File: src/rtl/ckpt_log_pkg.sv
package ckpt_log_pkg;
  typedef enum logic [1:0] {
    ST_INV = 2'd0,
    ST_SHR = 2'd1,
    ST_OWN = 2'd2,
    ST_MOD = 2'd3
  } blk_state_e;

  typedef enum logic [1:0] {
    EV_LOAD  = 2'd0,
    EV_STORE = 2'd1,
    EV_XFER  = 2'd2,
    EV_NOP   = 2'd3
  } ev_kind_e;

  typedef enum logic {
    CS_IDLE = 1'b0,
    CS_ROLL = 1'b1
  } ctl_state_e;
endpackage

File: src/rtl/ckpt_block_array.sv
module ckpt_block_array #(
  parameter int N_BLOCKS = 8,
  parameter int DATA_W   = 16,
  parameter int CN_W     = 8,
  localparam int ADDR_W  = $clog2(N_BLOCKS)
) (
  input  logic              clk,
  input  logic              rst,
  input  logic              wr_en,
  input  logic [ADDR_W-1:0] wr_addr,
  input  logic [1:0]        wr_state,
  input  logic [DATA_W-1:0] wr_data,
  input  logic [CN_W-1:0]   wr_tag,
  input  logic [ADDR_W-1:0] rd_addr,
  output logic [1:0]        rd_state,
  output logic [DATA_W-1:0] rd_data,
  output logic [CN_W-1:0]   rd_tag
);
  logic [1:0]        st_q  [N_BLOCKS];
  logic [DATA_W-1:0] dat_q [N_BLOCKS];
  logic [CN_W-1:0]   tag_q [N_BLOCKS];

  always_ff @(posedge clk) begin
    if (rst) begin
      for (int i = 0; i < N_BLOCKS; i++) begin
        st_q[i]  <= 2'd0;
        dat_q[i] <= '0;
        tag_q[i] <= '0;
      end
    end else if (wr_en) begin
      st_q[wr_addr]  <= wr_state;
      dat_q[wr_addr] <= wr_data;
      tag_q[wr_addr] <= wr_tag;
    end
  end

  assign rd_state = st_q[rd_addr];
  assign rd_data  = dat_q[rd_addr];
  assign rd_tag   = tag_q[rd_addr];
endmodule

File: src/rtl/ckpt_log_fifo.sv
module ckpt_log_fifo #(
  parameter int DEPTH  = 8,
  parameter int ADDR_W = 3,
  parameter int DATA_W = 16,
  parameter int CN_W   = 8,
  localparam int PTR_W = (DEPTH > 1) ? $clog2(DEPTH) : 1,
  localparam int CNT_W = $clog2(DEPTH + 1),
  localparam int ENT_W = ADDR_W + 2 + DATA_W + CN_W
) (
  input  logic              clk,
  input  logic              rst,
  input  logic              push,
  input  logic [ADDR_W-1:0] push_addr,
  input  logic [1:0]        push_state,
  input  logic [DATA_W-1:0] push_data,
  input  logic [CN_W-1:0]   push_cn,
  input  logic              pop_head,
  input  logic              pop_tail,
  output logic              empty,
  output logic              full,
  output logic [CNT_W-1:0]  count,
  output logic [CN_W-1:0]   head_cn,
  output logic [ADDR_W-1:0] last_addr,
  output logic [1:0]        last_state,
  output logic [DATA_W-1:0] last_data,
  output logic [CN_W-1:0]   last_cn
);
  logic [ENT_W-1:0] mem [DEPTH];
  logic [PTR_W-1:0] head_q, tail_q, last_idx;
  logic [CNT_W-1:0] cnt_q;

  function automatic logic [PTR_W-1:0] ptr_inc(input logic [PTR_W-1:0] p);
    return (p == PTR_W'(DEPTH - 1)) ? '0 : p + 1'b1;
  endfunction

  function automatic logic [PTR_W-1:0] ptr_dec(input logic [PTR_W-1:0] p);
    return (p == '0) ? PTR_W'(DEPTH - 1) : p - 1'b1;
  endfunction

  assign last_idx = ptr_dec(tail_q);

  always_ff @(posedge clk) begin
    if (push)
      mem[tail_q] <= {push_addr, push_state, push_data, push_cn};
  end

  always_ff @(posedge clk) begin
    if (rst) begin
      head_q <= '0;
      tail_q <= '0;
      cnt_q  <= '0;
    end else begin
      if (push)
        tail_q <= ptr_inc(tail_q);
      else if (pop_tail)
        tail_q <= last_idx;
      if (pop_head)
        head_q <= ptr_inc(head_q);
      cnt_q <= cnt_q + CNT_W'(push) - CNT_W'(pop_head) - CNT_W'(pop_tail);
    end
  end

  assign count   = cnt_q;
  assign empty   = (cnt_q == '0);
  assign full    = (cnt_q == CNT_W'(DEPTH));
  assign head_cn = mem[head_q][CN_W-1:0];
  assign {last_addr, last_state, last_data, last_cn} = mem[last_idx];
endmodule

File: src/rtl/ckpt_log_ctrl.sv
module ckpt_log_ctrl
  import ckpt_log_pkg::*;
#(
  parameter int CN_W = 8
) (
  input  logic            clk,
  input  logic            rst,
  input  logic            ev_valid,
  input  logic [1:0]      ev_kind,
  input  logic [CN_W-1:0] blk_tag,
  input  logic [CN_W-1:0] cur_cn,
  input  logic            validate_valid,
  input  logic [CN_W-1:0] validate_cn,
  input  logic            recover_valid,
  input  logic            log_empty,
  input  logic            log_full,
  input  logic [CN_W-1:0] head_cn,
  input  logic [CN_W-1:0] last_cn,
  output logic            ev_ready,
  output logic            ev_accept,
  output logic            log_push,
  output logic            pop_head,
  output logic            pop_tail,
  output logic            busy,
  output logic [CN_W-1:0] rp_cn
);
  ctl_state_e      st_q;
  logic [CN_W-1:0] rp_q;
  logic            modifies, need_log, last_newer, head_newer;

  function automatic logic cn_later(input logic [CN_W-1:0] a, input logic [CN_W-1:0] b);
    logic [CN_W-1:0] d;
    d = a - b;
    return (d != '0) && !d[CN_W-1];
  endfunction

  assign modifies   = (ev_kind == EV_STORE) || (ev_kind == EV_XFER);
  assign need_log   = modifies && (blk_tag != cur_cn);
  assign head_newer = cn_later(head_cn, rp_q);
  assign last_newer = cn_later(last_cn, rp_q);

  assign ev_ready  = (st_q == CS_IDLE) && !recover_valid && !(need_log && log_full);
  assign ev_accept = ev_valid && ev_ready;
  assign log_push  = ev_accept && need_log;
  assign pop_head  = (st_q == CS_IDLE) && !log_empty && !head_newer;
  assign pop_tail  = (st_q == CS_ROLL) && !log_empty && last_newer;
  assign busy      = (st_q == CS_ROLL);
  assign rp_cn     = rp_q;

  always_ff @(posedge clk) begin
    if (rst) begin
      st_q <= CS_IDLE;
      rp_q <= '0;
    end else begin
      case (st_q)
        CS_IDLE: begin
          if (validate_valid)
            rp_q <= validate_cn;
          if (recover_valid)
            st_q <= CS_ROLL;
        end
        default: begin
          if (!pop_tail)
            st_q <= CS_IDLE;
        end
      endcase
    end
  end
endmodule

File: src/rtl/ckpt_log_buffer.sv
module ckpt_log_buffer
  import ckpt_log_pkg::*;
#(
  parameter int N_BLOCKS  = 8,
  parameter int DATA_W    = 16,
  parameter int CN_W      = 8,
  parameter int LOG_DEPTH = 8,
  localparam int ADDR_W   = $clog2(N_BLOCKS),
  localparam int CNT_W    = $clog2(LOG_DEPTH + 1)
) (
  input  logic              clk,
  input  logic              rst,
  input  logic              ev_valid,
  input  logic [1:0]        ev_kind,
  input  logic [ADDR_W-1:0] ev_addr,
  input  logic [DATA_W-1:0] ev_data,
  input  logic [CN_W-1:0]   cur_cn,
  input  logic              validate_valid,
  input  logic [CN_W-1:0]   validate_cn,
  input  logic              recover_valid,
  output logic              ev_ready,
  output logic              log_full,
  output logic [CNT_W-1:0]  log_count,
  output logic              busy,
  output logic              rd_valid,
  output logic [1:0]        rd_state,
  output logic [DATA_W-1:0] rd_data
);
  logic [1:0]        blk_state;
  logic [DATA_W-1:0] blk_data;
  logic [CN_W-1:0]   blk_tag;
  logic              wr_en;
  logic [ADDR_W-1:0] wr_addr;
  logic [1:0]        wr_state;
  logic [DATA_W-1:0] wr_data;
  logic [CN_W-1:0]   wr_tag;
  logic              ev_accept, log_push, pop_head, pop_tail, log_empty;
  logic [CN_W-1:0]   head_cn, last_cn, rp_cn;
  logic [ADDR_W-1:0] last_addr;
  logic [1:0]        last_state;
  logic [DATA_W-1:0] last_data;

  ckpt_block_array #(.N_BLOCKS(N_BLOCKS), .DATA_W(DATA_W), .CN_W(CN_W)) u_blocks (
    .clk(clk), .rst(rst),
    .wr_en(wr_en), .wr_addr(wr_addr), .wr_state(wr_state), .wr_data(wr_data), .wr_tag(wr_tag),
    .rd_addr(ev_addr), .rd_state(blk_state), .rd_data(blk_data), .rd_tag(blk_tag)
  );

  ckpt_log_fifo #(.DEPTH(LOG_DEPTH), .ADDR_W(ADDR_W), .DATA_W(DATA_W), .CN_W(CN_W)) u_log (
    .clk(clk), .rst(rst),
    .push(log_push), .push_addr(ev_addr), .push_state(blk_state), .push_data(blk_data),
    .push_cn(cur_cn), .pop_head(pop_head), .pop_tail(pop_tail),
    .empty(log_empty), .full(log_full), .count(log_count), .head_cn(head_cn),
    .last_addr(last_addr), .last_state(last_state), .last_data(last_data), .last_cn(last_cn)
  );

  ckpt_log_ctrl #(.CN_W(CN_W)) u_ctrl (
    .clk(clk), .rst(rst),
    .ev_valid(ev_valid), .ev_kind(ev_kind), .blk_tag(blk_tag), .cur_cn(cur_cn),
    .validate_valid(validate_valid), .validate_cn(validate_cn), .recover_valid(recover_valid),
    .log_empty(log_empty), .log_full(log_full), .head_cn(head_cn), .last_cn(last_cn),
    .ev_ready(ev_ready), .ev_accept(ev_accept), .log_push(log_push),
    .pop_head(pop_head), .pop_tail(pop_tail), .busy(busy), .rp_cn(rp_cn)
  );

  // Write port: rollback restore has the port while busy, else accepted stores/transfers.
  always_comb begin
    wr_en    = 1'b0;
    wr_addr  = ev_addr;
    wr_state = blk_state;
    wr_data  = blk_data;
    wr_tag   = cur_cn;
    if (pop_tail) begin
      wr_en    = 1'b1;
      wr_addr  = last_addr;
      wr_state = last_state;
      wr_data  = last_data;
      wr_tag   = rp_cn;
    end else if (ev_accept && ev_kind == EV_STORE) begin
      wr_en    = 1'b1;
      wr_state = ST_MOD;
      wr_data  = ev_data;
    end else if (ev_accept && ev_kind == EV_XFER) begin
      wr_en    = 1'b1;
      wr_state = ST_INV;
    end
  end

  always_ff @(posedge clk) begin
    if (rst) begin
      rd_valid <= 1'b0;
      rd_state <= 2'd0;
      rd_data  <= '0;
    end else begin
      rd_valid <= ev_accept && (ev_kind == EV_LOAD);
      if (ev_accept && ev_kind == EV_LOAD) begin
        rd_state <= blk_state;
        rd_data  <= blk_data;
      end
    end
  end
endmodule

File: config.mk
export PLATFORM = sky130hd
export DESIGN_NAME = ckpt_log_buffer
export DESIGN_NICKNAME = d
export VERILOG_FILES = /design/src/rtl/ckpt_log_pkg.sv /design/src/rtl/ckpt_block_array.sv /design/src/rtl/ckpt_log_fifo.sv /design/src/rtl/ckpt_log_ctrl.sv /design/src/rtl/ckpt_log_buffer.sv
export SDC_FILE = /design/constraint.sdc
export NUM_CORES = 1
export LEC_CHECK = 0
export ABC_AREA = 1
export CAP_MARGIN = 10
export CORE_UTILIZATION = 35
export DETAILED_ROUTE_END_ITERATION = 16
export PLACE_DENSITY = 0.61
export SLEW_MARGIN = 20
export SYNTH_ARGS = -nofsm -noshare
export SYNTH_HDL_FRONTEND = slang
export SYNTH_SLANG_ARGS = --single-unit
File: constraint.sdc
create_clock -name clk -period 8.9 [get_ports clk]
set_clock_uncertainty 0.2 [all_clocks]
set_input_delay 1.78 -clock clk [delete_from_list [all_inputs] [get_ports clk]]
set_output_delay 1.78 -clock clk [all_outputs]
set_load 0.01 [all_outputs]
# Word-level counts from Yosys, hierarchy flattened
# Memories as Yosys holds them, arrays and structs flattened. A register that Yosys moved wholly into a read port is not among the register bits.
# Cells that the tools add are included.
totals:
  reg_bits: 38
  mem_bits_rw: 440
  wordCells: 95
  memories: 4
classes:
  addsub: 8
  eq_ne: 6
  n_mux: 36
  bitwise: 1
  reduce_logical: 32
memory_table:
  columns: ["memory", "depth", "width", "read_ports", "rd_clocked_by_memory_dff", "write_ports", "line_no", "source"]
  rows:
  - ["u_log.mem", 8, 29, 2, 1, 1, "ckpt_log_fifo.sv:28", "logic [ENT_W-1:0] mem [DEPTH];"]
  - ["u_blocks.dat_q", 8, 16, 1, 0, 8, "ckpt_block_array.sv:20", "logic [DATA_W-1:0] dat_q [N_BLOCKS];"]
  - ["u_blocks.tag_q", 8, 8, 1, 0, 8, "ckpt_block_array.sv:21", "logic [CN_W-1:0] tag_q [N_BLOCKS];"]
  - ["u_blocks.st_q", 8, 2, 1, 0, 8, "ckpt_block_array.sv:19", "logic [1:0] st_q [N_BLOCKS];"]
op_table:
  columns: ["op", "n"]
  rows:
  - ["$mux 16", 3]
  - ["$mux 3", 11]
  - ["$mux 1", 16]
  - ["$mux 8", 2]
  - ["$reduce_bool 8->1", 2]
  - ["$reduce_or 16->1", 1]
  - ["$sub 8x8->8", 2]
  - ["$logic_and 1x1->1", 15]
  - ["$mux 2", 4]
  - ["$ne 8x8->1", 1]
  - ["$reduce_or 8->1", 1]
  - ["$sub 4x1->4", 2]
  - ["$add 3x1->3 const B", 2]
  - ["$eq 3x3->1 const B", 2]
  - ["$logic_not 1->1", 6]
  - ["$add 4x1->4", 1]
  - ["$eq 4x4->1 const B", 1]
  - ["$logic_not 4->1", 1]
  - ["$logic_not 3->1", 1]
  - ["$sub 3x1->3 const B", 1]
  - ["$eq 2x1->1 const B", 1]
  - ["$eq 2x2->1 const B", 1]
  - ["$logic_not 2->1", 1]
  - ["$reduce_and 2->1", 1]
  - ["other kinds (4)", 4]

# Depth between registers and ports, before layout
logic_depth:
  depth_word: 16
  mapped_depth: 35
  mapped_depth_nobuf: 30

# Cells and area by module
# A second synthesis with hierarchy kept.
unflattened:
  hier_cells: 2637
  hier_area_um2: 23532.6
by_module_without_submodules:
  columns: ["module", "n_inst", "cells_per_inst", "area_each_um2", "seq_area_each_um2"]
  rows:
  - ["ckpt_log_fifo", 1, 1021, 10685.2, 7226.9]
  - ["ckpt_block_array", 1, 1178, 10271.1, 6246.0]
  - ["ckpt_log_buffer", 1, 249, 1382.6, 380.4]
  - ["ckpt_log_ctrl", 1, 189, 1193.6, 180.2]

# Worst setup path after synthesis
# Ideal clock, no wire load.
synth_timing:
  kind: "in2reg"
  from: "input port ev_addr[1]"
  to: "memory u_log.mem[0][0] (netlist bit) (enable)"
  setup_ns: 0.451
  arrival_ns: 5.160
  required_ns: 8.249
  setup_slack_ns: 3.088
  stages: 15
  path_buffers: 2
  cell_sequence: "buf_4 -> inv_2 -> buf_6 -> nand3_1 -> nand3_1 -> nand2_1 -> nand2_1 -> nand2_1 -> nand2_1 -> nor2_1 -> a21boi_0 -> nand4_1 -> inv_1 -> nand2_1 -> nor3_1"
synth_via:
  elab_chain_cells: 10
synth_lines:
  columns: ["element", "line_no", "source"]
  rows:
  - ["start, declared", "ckpt_log_buffer.sv:15", "input logic [ADDR_W-1:0] ev_addr,"]
  - ["$mem_v2 8x8 (*)", null, null]
  - ["$ne 8x8->1 (*)", "ckpt_log_ctrl.sv:38", "assign need_log = modifies && (blk_tag != cur_cn);"]
  - ["$logic_and 1x1->1 (*)", "ckpt_log_ctrl.sv:38", null]
  - ["$logic_and 1x1->1", "ckpt_log_ctrl.sv:42", "assign ev_ready = (st_q == CS_IDLE) && !recover_valid && !(need_log && log_full);"]
  - ["$logic_not 1->1", "ckpt_log_ctrl.sv:42", null]
  - ["$logic_and 1x1->1", "ckpt_log_ctrl.sv:42", null]
  - ["$logic_and 1x1->1", "ckpt_log_ctrl.sv:43", "assign ev_accept = ev_valid && ev_ready;"]
  - ["$logic_and 1x1->1 (*)", "ckpt_log_ctrl.sv:44", "assign log_push = ev_accept && need_log;"]
  - ["$mux 1 (*)", "ckpt_log_fifo.sv:43", "if (push)"]
  - ["$mux 1 (not written as such) (*)", "ckpt_log_fifo.sv:44", "mem[tail_q] <= {push_addr, push_state, push_data, push_cn};"]
  - ["end, declared", "ckpt_log_fifo.sv:28", null]
# Every way passes the cells marked *; elsewhere a longest branch is shown, timed or not.

==> flow_summary_export.csv <==
group,metric,value,unit
run_status,status,"complete, no violations",
global_routing,antenna_found_initial,1,
worst_setup_path,cp-end-kind,"flip-flop",
logic_synthesis,syn-cell-area,0.0220,mm²
clock_network,ctsResizeCount,0,
place,gp_congestion,0.865,
worst_setup_path,crit_arrival,7.12,ns
clock_network,numCtsBuffers,48,
routing,drt_iter0_drc,1781,
global_routing,grt_max_degree,86,
clock_network,cts_tree,"yes",
logic_synthesis,yosysWarnings,0,
layout,drive_gt1_share,7.22,%
worst_setup_path,critPathLaunchType,"flip-flop",
sta,setup_tns,0,ns
floorplan,core.rowCount,91,
sta,slew-limit-headroom,25.6,%
layout,nets,2224,
sta,slew_violations,0,
global_routing,grt_overflow,0,
sta,fmax,142,MHz
layout,fin_util,40.5,%
sta,finalCritPeriodShare,79.2,%
place,port_buffers,67,
sta,layout_setup_ws,1.85,ns
logic_synthesis,ys_top_cells_by_area,"edfxtp_1, nor2_1, o21ai_0",
hold_path,hold_path.startpoint,"rd_data[1]$_SDFFE_PP0P_",
sta,setup_violations,0,
power,powerDensity,268,mW/mm²
logic_synthesis,ys_seq_area_share,63.8,%
floorplan,dieWidth,253,µm
logic_synthesis,synth_seq_cells,481,
floorplan,fp.dieH,253,µm
logic_synthesis,syn_inst,2121,
logic_synthesis,ys_types,38,
sta,hold_viol,0,
clock_network,cts_hold_buffers,0,
logic_synthesis,synth.avg_cell_area,10.4,µm²
sta,whs,0.244,ns
hold_path,hold_class,"flip-flop to flip-flop",
routing,dr.pass1.iters,7,
clock_network,cts_buffer_depth,3,
routing,routed_wl,63200,µm
clock_network,cts.clk_slew.worst_paths,0.07,ns
sta,grt_setup_unrepaired,"no",
clock_network,cts_root_buf,"clkbuf_16",
global_routing,track_usage,19.6,%
global_routing,grt_pass1_vias,15700,
global_routing,grt_pass1_wl,94600,µm
routing,routedWlPerCell,20.9,µm
clock_network,cts.sinks,481,
floorplan,initial_core_util,35.5,%
worst_setup_path,cp.required,8.97,ns
hold_path,hold_path_end,"rd_data[1]$_SDFFE_PP0P_",
floorplan,ios,68,
routing,num_vias,16400,
clock_network,cts_setup_buffers,0,
worst_setup_path,regToRegSetupSlack,1.85,ns
floorplan,die_area,0.0639,mm²
sta,fin_crit,7.05,ns
logic_synthesis,synth_fp_nets,2195,
run,maxCapViolations,0,
layout,syn2layout_area_growth,13.9,%
clock_network,clkLatencyLatePin,0.60,ns
floorplan,core-area,0.0619,mm²
clock_network,htreeDepth,2,
sta,worst_pin_slew,1.11,ns
place,dp_hpwl,39000,µm
worst_setup_path,critPathMaxFanout,85,
worst_setup_path,path_class,"flip-flop to flip-flop",
routing,drc,0,
worst_setup_path,r2r-end,"u_blocks.dat_q[7][6]$_SDFFCE_PN0P_",
routing,ant_nets,0,
logic_synthesis,synth_top_area_share,60.1,%
power,leakage,0.00911,µW
worst_setup_path,rr_worst_depth,24,
power,ir_worst_vdd,0.000144,V
routing,viasPerCell,5.41,
place,place_ws,1.91,ns
logic_synthesis,yosys.area.top_type,"edfxtp_1",
hold_path,hold_depth,2,
worst_setup_path,timing.rr.start,"u_log.tail_q[1]$_SDFFE_PP0P_",
[routing by layer]
layer	track usage [%]	routed length, µm
met2	30.7	28900
met3	3.16	4930
met5	0	0
met4	8.50	2320
met1	26.7	27000
[critical path, cell delays in order (launching register included)]
cell     delay, ns
dfxtp_1       0.50
inv_1         0.20
ha_2          0.22
ha_1          0.23
inv_2         0.08
nand2_4       0.45
o21ai_0       0.35
nand2_1       0.07
o22ai_1       0.23
ha_1          0.19
inv_1         0.08
fa_1          0.46
nand3_1       0.12
nand2_1       0.08
xor2_1        0.16
nor2_1        0.08
nand4_1       0.07
nand2_1       0.16
inv_1         0.19
nand2_2       0.37
buf_4         0.38
nand3_4       0.26
nand3_4       0.43
nand2_1       0.68
buf_4         0.41
[through the flow]
step | total power [µW] | std cells | instance area (µm²)
2_1_floorplan | 3990 | 2121 | 22000
3_3_place_gp | 4570 | 2937 | 23400
3_5_place_dp | 4620 | 2937 | 23400
4_1_cts | 6700 | 3026 | 25000
5_1_grt | 7020 | 3026 | 25100
6_report | 6710 | 3027 | 25100
[logic make-up (layout without fill, tap and decap cells)]
| family | Yosys count | count (layout) | synth area share, % |
|---|---|---|---|
| AND/OR/NAND/NOR | 833 | 833 | 16.0 |
| XOR/XNOR | 9 | 9 | 0.358 |
| adder cells (fa/ha/maj) | 32 | 32 | 1.96 |
| AO/OA/AOI/OAI | 504 | 504 | 12.6 |
| flip-flops | 481 | 481 | 63.8 |
| buffers and inverters | 262 | 330 | 5.28 |
| other | 0 | 1 | 0 |
[worst max-delay path by stage]
stage	from	end	cells after the start
floorplan	ev_addr[1]	u_log.mem[0][0]$_DFFE_PP_	15
CTS	u_log.tail_q[1]$_SDFFE_PP0P_	u_blocks.dat_q[7][2]$_SDFFCE_PN0P_	24
global placement	ev_addr[0]	ev_ready	17
finish	u_log.tail_q[1]$_SDFFE_PP0P_	u_blocks.dat_q[7][6]$_SDFFCE_PN0P_	24
detailed placement	u_log.tail_q[1]$_SDFFE_PP0P_	u_blocks.dat_q[7][11]$_SDFFCE_PN0P_	24
global route	flip-flop	u_log.count[3]$_SDFF_PP0_	25
[sequential cells by signal, summed over array words and instances (netlist names), named ones only]
| name | flops |
|---|---|
| u_log.mem | 232 |
| u_blocks.dat_q | 128 |
| u_blocks.tag_q | 64 |
| rd_data | 16 |
| u_blocks.st_q | 16 |
| u_ctrl.rp_cn | 8 |
| u_log.count | 4 |
| u_log.head_q | 3 |
| u_log.tail_q | 3 |
| rd_state | 2 |
| rd_valid | 1 |
| u_ctrl.busy | 1 |
[area by class of cell]
| type | instances | area (µm²) |
|---|---|---|
| multi-input combinational | 1378 | 6880 |
| inverter | 135 | 507 |
| sequential | 481 | 14000 |
| timing repair buffer | 106 | 956 |
| clock buffer | 63 | 1340 |
| clock inverter | 26 | 298 |
| tap | 837 | 1050 |
| fill | 5933 | 36900 |
| antenna | 1 | 2.50 |
[power by group]
| group | switching (µW) | internal (µW) | leakage (µW) | total (µW) |
|---|---|---|---|---|
| logic | 1380 | 574 | 0.00373 | 1950 |
| clock network | 887 | 1210 | 0.000795 | 2100 |
| registers | 68.7 | 2590 | 0.00458 | 2660 |
[placed cells by master (no fill, tap or decap), types with 11 or more instances in the layout]
master,count
nand3_1,88
nor2_1,411
dfxtp_1,41
a21oi_1,129
nand4_1,11
o21ai_1,21
ha_1,27
o211ai_1,20
o221ai_1,18
o21ai_0,233
clkdlybuf4s50_1,65
edfxtp_1,440
nand2_1,283
inv_1,127
o22ai_1,55
clkbuf_16,49
buf_4,40
a31oi_1,15
clkinv_1,11
[synthesized netlist by cell type, drive strengths merged]
library cell and instances:
edfxtp 440, nor2 413, nand2 286, o21ai 254, inv 133, a21oi 130, nand3 106, clkbuf 79
o22ai 55, buf 48, dfxtp 41, ha 28, o211ai 20, o221ai 18, a31oi 17, nand4 13
nor3 9, a32o 6, xor2 6, fa 4, nand3b 4, xnor2 3, clkinv 2, o22a 2
or2 2, a21boi 1, o21bai 1
No activity file was read; power rests on OpenSTA's default activity.
